==> config.mk <==
export PLATFORM = sky130hd
export DESIGN_NAME = hb_decim_core
export DESIGN_NICKNAME = d
export VERILOG_FILES = /design/src/rtl/hbd_pkg.sv /design/src/rtl/hbd_delay.sv /design/src/rtl/hbd_cfg.sv /design/src/rtl/hbd_mac.sv /design/src/rtl/hb_decim_core.sv
export SDC_FILE = /design/constraint.sdc
export NUM_CORES = 2
export LEC_CHECK = 0
export ABC_AREA = 1
export BUFFER_PORTS_ARGS = -buffer_cell sky130_fd_sc_hd__buf_2
export CAP_MARGIN = 40
export CELL_PAD_IN_SITES_DETAIL_PLACEMENT = 0
export CELL_PAD_IN_SITES_GLOBAL_PLACEMENT = 1
export CORE_UTILIZATION = 45
export DETAILED_ROUTE_END_ITERATION = 12
export GPL_ROUTABILITY_DRIVEN = 0
export PLACE_DENSITY_LB_ADDON = 0.12
export SLEW_MARGIN = 20
export SYNTH_ARGS = -nofsm -noshare
export SYNTH_HDL_FRONTEND = slang
export SYNTH_SLANG_ARGS = --single-unit
==> constraint.sdc <==
create_clock -name clk_i -period 14.3 [get_ports clk_i]
set_clock_uncertainty 0.15 [all_clocks]
set_input_delay 0.715 -clock clk_i [delete_from_list [all_inputs] [get_ports clk_i]]
set_output_delay 0.715 -clock clk_i [all_outputs]
set_load 0.005 [all_outputs]
==> src/rtl/hbd_pkg.sv <==
package hbd_pkg;
  localparam int unsigned HBD_AW    = 4;
  localparam int unsigned HBD_DEPTH = 1 << HBD_AW;

  // packed MSB first: strobe, accumulate, load, done, even, odd A, odd B, coef
  typedef struct packed {
    logic              out_stb;
    logic              acc_en;
    logic              acc_ld;
    logic              done;
    logic [HBD_AW-1:0] ev_addr;
    logic [HBD_AW-1:0] oa_addr;
    logic [HBD_AW-1:0] ob_addr;
    logic [HBD_AW-1:0] cf_addr;
  } hbd_ctrl_t;

  localparam int unsigned HBD_CTRL_W = $bits(hbd_ctrl_t);
endpackage

==> src/rtl/hbd_delay.sv <==
module hbd_delay #(
  parameter int unsigned W   = 17,
  parameter int unsigned NRD = 2
) (
  input  logic                                        clk_i,
  input  logic                                        rst_ni,
  input  logic                                        wr_i,
  input  logic [W-1:0]                                din_i,
  input  logic [NRD-1:0][hbd_pkg::HBD_AW-1:0]         rd_addr_i,
  output logic [NRD-1:0][W-1:0]                       rd_data_o
);
  localparam int unsigned DEPTH = hbd_pkg::HBD_DEPTH;

  logic [W-1:0] mem_q [DEPTH];

  always_ff @(posedge clk_i or negedge rst_ni) begin
    if (!rst_ni) begin
      for (int i = 0; i < DEPTH; i++) mem_q[i] <= '0;
    end else if (wr_i) begin
      mem_q[0] <= din_i;
      for (int i = 1; i < DEPTH; i++) mem_q[i] <= mem_q[i-1];
    end
  end

  for (genvar r = 0; r < NRD; r++) begin : g_rd
    assign rd_data_o[r] = mem_q[rd_addr_i[r]];
  end

  p_newest_at_zero_r4: assert property (@(posedge clk_i) disable iff (!rst_ni)
    wr_i |=> mem_q[0] == $past(din_i));
  p_hold_when_idle_r4: assert property (@(posedge clk_i) disable iff (!rst_ni)
    !wr_i |=> $stable(mem_q[DEPTH-1]));
endmodule

==> src/rtl/hbd_cfg.sv <==
module hbd_cfg #(
  parameter int unsigned CFG_AW   = 8,
  parameter int unsigned CFG_DW   = 32,
  parameter int unsigned COEF_W   = 18,
  parameter int unsigned NCOEF    = 8,
  parameter int unsigned NPH      = 9,
  parameter int unsigned COEF_REG = 124,
  parameter int unsigned CTRL_REG = 125,
  localparam int unsigned CIW     = $clog2(NCOEF),
  localparam int unsigned PW      = $clog2(NPH)
) (
  input  logic                     clk_i,
  input  logic                     rst_ni,
  input  logic                     we_i,
  input  logic [CFG_AW-1:0]        addr_i,
  input  logic [CFG_DW-1:0]        data_i,
  input  logic [PW-1:0]            phase_i,
  input  logic [hbd_pkg::HBD_AW-1:0] cf_sel_i,
  output hbd_pkg::hbd_ctrl_t       ctrl_o,
  output logic signed [COEF_W-1:0] coef_o
);
  import hbd_pkg::*;

  logic signed [COEF_W-1:0] coef_q [NCOEF];
  hbd_ctrl_t                ctrl_q [NPH];
  logic [CIW-1:0]           cptr_q;
  logic [PW-1:0]            tptr_q;

  logic wr_coef, wr_ctrl;
  assign wr_coef = we_i && (addr_i == CFG_AW'(COEF_REG));
  assign wr_ctrl = we_i && (addr_i == CFG_AW'(CTRL_REG));

  always_ff @(posedge clk_i or negedge rst_ni) begin
    if (!rst_ni) begin
      cptr_q <= '0;
      tptr_q <= PW'(NPH-1);
    end else begin
      if (wr_coef) cptr_q <= (cptr_q == CIW'(NCOEF-1)) ? '0 : cptr_q + 1'b1;
      if (wr_ctrl) tptr_q <= (tptr_q == '0) ? PW'(NPH-1) : tptr_q - 1'b1;
    end
  end

  always_ff @(posedge clk_i) begin
    if (wr_coef) coef_q[cptr_q] <= data_i[COEF_W-1:0];
    if (wr_ctrl) ctrl_q[tptr_q] <= data_i[HBD_CTRL_W-1:0];
  end

  assign coef_o = (cf_sel_i < NCOEF) ? coef_q[cf_sel_i[CIW-1:0]] : '0;
  assign ctrl_o = (phase_i < NPH) ? ctrl_q[phase_i] : '0;

  p_table_wrap_r3: assert property (@(posedge clk_i) disable iff (!rst_ni)
    (wr_ctrl && tptr_q == '0) |=> tptr_q == PW'(NPH-1));
  p_coef_wrap_r2: assert property (@(posedge clk_i) disable iff (!rst_ni)
    (wr_coef && cptr_q == CIW'(NCOEF-1)) |=> cptr_q == '0);
  p_other_addr_r9: assert property (@(posedge clk_i) disable iff (!rst_ni)
    (!wr_coef && !wr_ctrl) |=> ($stable(cptr_q) && $stable(tptr_q)));
endmodule

==> src/rtl/hbd_mac.sv <==
module hbd_mac #(
  parameter int unsigned SMP_W     = 17,
  parameter int unsigned COEF_W    = 18,
  parameter int unsigned TAP_W     = 20,
  parameter int unsigned ACC_W     = 40,
  parameter int unsigned OUT_W     = 18,
  parameter int unsigned CTR_SHIFT = 15,
  parameter int unsigned OUT_SHIFT = 16
) (
  input  logic                     clk_i,
  input  logic                     rst_ni,
  input  logic                     active_i,
  input  logic                     ld_i,
  input  logic                     acc_i,
  input  logic                     done_i,
  input  logic                     stb_i,
  input  logic signed [SMP_W-1:0]  odd_a_i,
  input  logic signed [SMP_W-1:0]  odd_b_i,
  input  logic signed [SMP_W-1:0]  ctr_i,
  input  logic signed [COEF_W-1:0] coef_i,
  output logic signed [OUT_W-1:0]  smp_o,
  output logic                     smp_vld_o
);
  localparam logic signed [ACC_W-1:0] RND_K = ACC_W'(1) << (OUT_SHIFT-1);
  localparam logic signed [ACC_W-1:0] S_MAX = (ACC_W'(1) << (OUT_W-1)) - 1;
  localparam logic signed [ACC_W-1:0] S_MIN = -S_MAX - 1;

  logic signed [TAP_W-1:0]  pre;
  logic signed [ACC_W-1:0]  prod, ctr_w, acc_q, acc_nxt, rnd, scl;
  logic signed [OUT_W-1:0]  sat;

  assign pre   = TAP_W'(odd_a_i) + TAP_W'(odd_b_i);
  assign prod  = ACC_W'(pre) * ACC_W'(coef_i);
  assign ctr_w = ACC_W'(ctr_i) <<< CTR_SHIFT;

  always_comb begin
    acc_nxt = acc_q;
    if (ld_i)       acc_nxt = prod + ctr_w;
    else if (acc_i) acc_nxt = acc_q + prod;
  end

  assign rnd = acc_nxt + RND_K;
  assign scl = rnd >>> OUT_SHIFT;

  always_comb begin
    if (scl > S_MAX)      sat = S_MAX[OUT_W-1:0];
    else if (scl < S_MIN) sat = S_MIN[OUT_W-1:0];
    else                  sat = scl[OUT_W-1:0];
  end

  always_ff @(posedge clk_i or negedge rst_ni) begin
    if (!rst_ni) begin
      acc_q     <= '0;
      smp_o     <= '0;
      smp_vld_o <= 1'b0;
    end else begin
      smp_vld_o <= active_i && done_i && stb_i;
      if (active_i) acc_q <= acc_nxt;
      if (active_i && done_i && stb_i) smp_o <= sat;
    end
  end

  p_acc_hold_r5: assert property (@(posedge clk_i) disable iff (!rst_ni)
    !active_i |=> $stable(acc_q));
  p_out_hold_r7: assert property (@(posedge clk_i) disable iff (!rst_ni)
    !smp_vld_o |-> $stable(smp_o) || $past(active_i && done_i && stb_i));
endmodule

==> src/rtl/hb_decim_core.sv <==
module hb_decim_core #(
  parameter int unsigned SMP_W     = 17,
  parameter int unsigned COEF_W    = 18,
  parameter int unsigned TAP_W     = 20,
  parameter int unsigned ACC_W     = 40,
  parameter int unsigned OUT_W     = 18,
  parameter int unsigned NCOEF     = 8,
  parameter int unsigned NPH       = 9,
  parameter int unsigned CFG_AW    = 8,
  parameter int unsigned CFG_DW    = 32,
  parameter int unsigned COEF_REG  = 124,
  parameter int unsigned CTRL_REG  = 125,
  parameter int unsigned CTR_SHIFT = 15,
  parameter int unsigned OUT_SHIFT = 16
) (
  input  logic                    clk_i,
  input  logic                    rst_ni,
  input  logic                    cfg_we_i,
  input  logic [CFG_AW-1:0]       cfg_addr_i,
  input  logic [CFG_DW-1:0]       cfg_data_i,
  input  logic signed [SMP_W-1:0] smp_i,
  input  logic                    smp_vld_i,
  output logic signed [OUT_W-1:0] smp_o,
  output logic                    smp_vld_o
);
  import hbd_pkg::*;
  localparam int unsigned PW = $clog2(NPH);

  logic [PW-1:0]            phase_q;
  logic                     odd_q, trig, active;
  hbd_ctrl_t                ctl;
  logic signed [COEF_W-1:0] coef;
  logic [0:0][SMP_W-1:0]    ev_rd;
  logic [1:0][SMP_W-1:0]    od_rd;

  assign trig   = smp_vld_i && odd_q;
  assign active = (phase_q != '0);

  always_ff @(posedge clk_i or negedge rst_ni) begin
    if (!rst_ni) begin
      odd_q   <= 1'b0;
      phase_q <= '0;
    end else begin
      if (smp_vld_i) odd_q <= ~odd_q;
      if (trig)
        phase_q <= PW'(1);
      else if (active)
        phase_q <= (ctl.done || phase_q == PW'(NPH-1)) ? '0 : phase_q + 1'b1;
    end
  end

  hbd_cfg #(
    .CFG_AW(CFG_AW), .CFG_DW(CFG_DW), .COEF_W(COEF_W), .NCOEF(NCOEF),
    .NPH(NPH), .COEF_REG(COEF_REG), .CTRL_REG(CTRL_REG)
  ) i_cfg (
    .clk_i(clk_i), .rst_ni(rst_ni), .we_i(cfg_we_i), .addr_i(cfg_addr_i),
    .data_i(cfg_data_i), .phase_i(phase_q), .cf_sel_i(ctl.cf_addr),
    .ctrl_o(ctl), .coef_o(coef)
  );

  hbd_delay #(.W(SMP_W), .NRD(1)) i_even (
    .clk_i(clk_i), .rst_ni(rst_ni), .wr_i(smp_vld_i && !odd_q), .din_i(smp_i),
    .rd_addr_i(ctl.ev_addr), .rd_data_o(ev_rd)
  );

  hbd_delay #(.W(SMP_W), .NRD(2)) i_odd (
    .clk_i(clk_i), .rst_ni(rst_ni), .wr_i(trig), .din_i(smp_i),
    .rd_addr_i({ctl.ob_addr, ctl.oa_addr}), .rd_data_o(od_rd)
  );

  hbd_mac #(
    .SMP_W(SMP_W), .COEF_W(COEF_W), .TAP_W(TAP_W), .ACC_W(ACC_W),
    .OUT_W(OUT_W), .CTR_SHIFT(CTR_SHIFT), .OUT_SHIFT(OUT_SHIFT)
  ) i_mac (
    .clk_i(clk_i), .rst_ni(rst_ni), .active_i(active),
    .ld_i(ctl.acc_ld), .acc_i(ctl.acc_en), .done_i(ctl.done), .stb_i(ctl.out_stb),
    .odd_a_i(od_rd[0]), .odd_b_i(od_rd[1]), .ctr_i(ev_rd[0]), .coef_i(coef),
    .smp_o(smp_o), .smp_vld_o(smp_vld_o)
  );

  p_start_phase1_r4: assert property (@(posedge clk_i) disable iff (!rst_ni)
    trig |=> phase_q == PW'(1));
  p_done_to_idle_r7: assert property (@(posedge clk_i) disable iff (!rst_ni)
    (active && ctl.done && !trig) |=> phase_q == '0);
  p_restart_on_done_r8: assert property (@(posedge clk_i) disable iff (!rst_ni)
    (active && ctl.done && trig) |=> (phase_q == PW'(1)));
  p_idle_rest_r10: assert property (@(posedge clk_i) disable iff (!rst_ni)
    (!active && !trig) |=> !active);
  p_strobe_needs_run_r10: assert property (@(posedge clk_i) disable iff (!rst_ni)
    smp_vld_o |-> $past(active));
endmodule

==> impl_metrics.yaml <==
sta:
  setup_tns_ps: 0
  final.min_clock_period_ps: 13640
  slew_viol_final: 0
  tightest_slew_ps: 987
  setup_viol: 0
  period_share_pct: 95.4
  hold_violations: 0
  fmax_ghz: 0.0733
  slew_headroom_pct: 34.2
floorplanning:
  die_area_um2: 137000
  coreArea_um2: 134000
  die_x_um: 370
  num_rows: 134
  start_util_pct: 45.6
  num_io_pins: 80
  fp.dieH_um: 370
place:
  dpl.hpwl_mm: 120
  place_area_um2: 63600
  io_buffers: 67
routing:
  drt_iter0_drc: 3839
  ant_nets: 0
  drc_errors: 0
  first_pass_iters: 6
  dr_total_vias: 50002
  via_per_inst: 5.38
  wire_per_inst_um: 18.8
  wl_mm: 175
hold_path:
  min_path_type: "input port to register"
  hold_depth: 1
layout:
  post-route-util_pct: 50.7
  nNetsFinal: 7999
  multiInputGateArea_um2: 30700
  n_fill_cell: 13046
  regArea_um2: 25100
  fin_area_um2: 68000
  drive_gt1_share_pct: 7.72
  syn_to_final_growth_pct: 11.3
setup_path:
  endpoint_kind: "register"
  startpoint_type: "register"
  cp.required_ps: 14810
  crit_fanout: 19
  crit_arrival_ps: 14150
  crit_top_cell: "nand2_1"
  r2r_cells: 78
  critPathMaxStageDelay_ps: 520
  worst-setup-path-type: "register to register"
  crit_path_top_delay_cell: "fa_1"
logic_synthesis:
  syn_area_um2: 61000
  synth_top_area_share_pct: 25.2
  postSynthCellCount: 7477
  yosys.area.top_type: "dfrtp_1"
  synth_nets: 8042
  synth-edff-count: 324
  netlist_top_cells_count: "nand2_1 (1616), inv_1 (1056), o21ai_0 (901), dfrtp_1 (614), nor2_1 (594)"
  avgSynthCellArea_um2: 8.16
  ys_ff_latch: 939
  yosysMostFrequentCell: "nand2_1"
  yosysWarnings: 0
  async_flop_share_pct: 65.5
  synth_cell_type_count: 55
  synth_ff_type: "dfrtp_1"
  synth_area_leaders: "dfrtp_1 (25%), edfxtp_1 (16%), fa_1 (10%)"
  ys_seq_area_share_pct: 41.1
cts:
  cts_root_buffer: "clkbuf_16"
  cts_max_level: 3
  clockBufferDepth: 3
  cts.clk_slew.worst_paths_ps: 60
  cts.sinks: 939
  clock_latency_ps: 730
  cts_tree: "done"
  cts_buffers: 106
grt:
  grt_max_degree: 243
  grt_usage_pct: 25.8
  overflow: 0
  grt_first_pass_wirelength_mm: 277
  antenna_found_initial: 4
  grt_pass1_vias: 48732
job:
  cap_violations: 0
run_status:
  outcome: "finished, final reports clean"
[per-layer routing]
metal / vias to the layer above / part of all wire (%) / track usage, %
li1: 24210 / - / -
met1: 24437 / 46 / 36.6
met2: 1129 / 46 / 41.3
met3: 224 / 4.7 / 3.03
met4: 2 / 2.5 / 7.29
met5: - / 0.0069 / 0
[sequential cells by signal, indices dropped and copies added (netlist names), 3 cells and up]
name / cells
i_even.mem_q: 272
i_odd.mem_q: 272
i_cfg.ctrl_q: 180
i_cfg.coef_q: 144
i_mac.acc_q: 40
i_mac.smp_o: 18
i_cfg.tptr_q: 4
phase_q: 4
i_cfg.cptr_q: 3
[layout make-up]
cell class,count,area share [%]
Tap cell,1768,3.26
Timing Repair Buffer,239,3.17
Sequential cell,939,37.0
Clock inverter,58,1.07
Clock buffer,142,4.31
Multi-Input combinational cell,5060,45.2
Inverter,1088,6.06
Antenna cell,3,0.0110
[final timing paths]
kind | slack (ps) | startpoint | endpoint
min in group asynchronous | 410 | rst_ni | i_odd.mem_q[66]
worst max-delay path | 660 | phase_q[0] | i_mac.smp_o[1]
worst max register to register | 660 | phase_q[0] | i_mac.smp_o[1]
worst min register to register | 330 | i_mac.smp_o[5] | i_mac.smp_o[5]
max in group asynchronous | 11520 | rst_ni | i_mac.acc_q[34]
worst min-delay path | 130 | cfg_data_i[18] | i_cfg.ctrl_q[8][18]
[repair_timing]
item | CTS | global route
buffers inserted | 0 | 15
hold endpoints to repair | 83 | 0
gates resized for setup | 0 | 88
hold buffers | 1 | 0
endpoints found under the setup margin | 0 | 19
[worst max-delay path, delay by kind of cell (launching register included)]
kind            cells  cell delay [ps]
fa+ha+maj           9             4070
xor+xnor            3              650
flops               1              490
buf+inv            17             2110
compound gates     17             2640
simple gates       32             3390
[logic make-up after synthesis]
group	after synthesis	share of synthesized area, %
xor gates and xnor gates	108	1.56
AOI/OAI and AO/OA	1686	15.2
buffers and inverters	1482	9.34
and+or+nand+nor	2741	18.2
DFF	939	41.1
adders and majority gates	504	14.2
muxes	17	0.314
[metrics by stage]
step                      setup slack [ps]  hold WS [ps]  std cells
after floorplan                       1210           269       7477
after global placement                97.8           309       9055
after detailed placement              55.4           310       9067
after CTS                             21.3          77.8       9268
after global routing                  -100           115       9296
final                                  664           134       9297
[placed cells by master (no fill, tap or decap), types with 9 or more instances in the layout]
cell        synthesis  layout
inv_1            1056    1048
o21ai_0           901     895
dfrtp_1           614     613
nor2_2             11      25
clkbuf_8            0      12
a21oi_1           457     453
nor3_1             31      18
nor3_2              0      13
nand3b_1           10      10
buf_12              0      20
clkbuf_16           0     109
a31oi_1            14      13
nand3_1           407     401
o211ai_1          193     193
inv_2              21      22
clkinv_2            0      22
clkinvlp_4          0      12
ha_1              186     181
clkinv_1           11      17
nor2_1            594     579
buf_6               9      11
buf_4               4     128
nand4_1            30      30
xnor2_1            39      38
o221ai_1           38      38
nand2_1          1616    1600
xor2_1             68      60
mux2_2             17      17
bufinv_16           0      12
buf_2              46      66
o21bai_1           21      21
fa_1              318     317
buf_16              0       9
clkbuf_1          307      23
edfxtp_1          324     324
nand2_4             2      12
o22ai_1            37      37
nand2_2            17      24
Power is not shown: default switching activity piles up to over one toggle a cycle in this logic, so the estimate is an artifact.
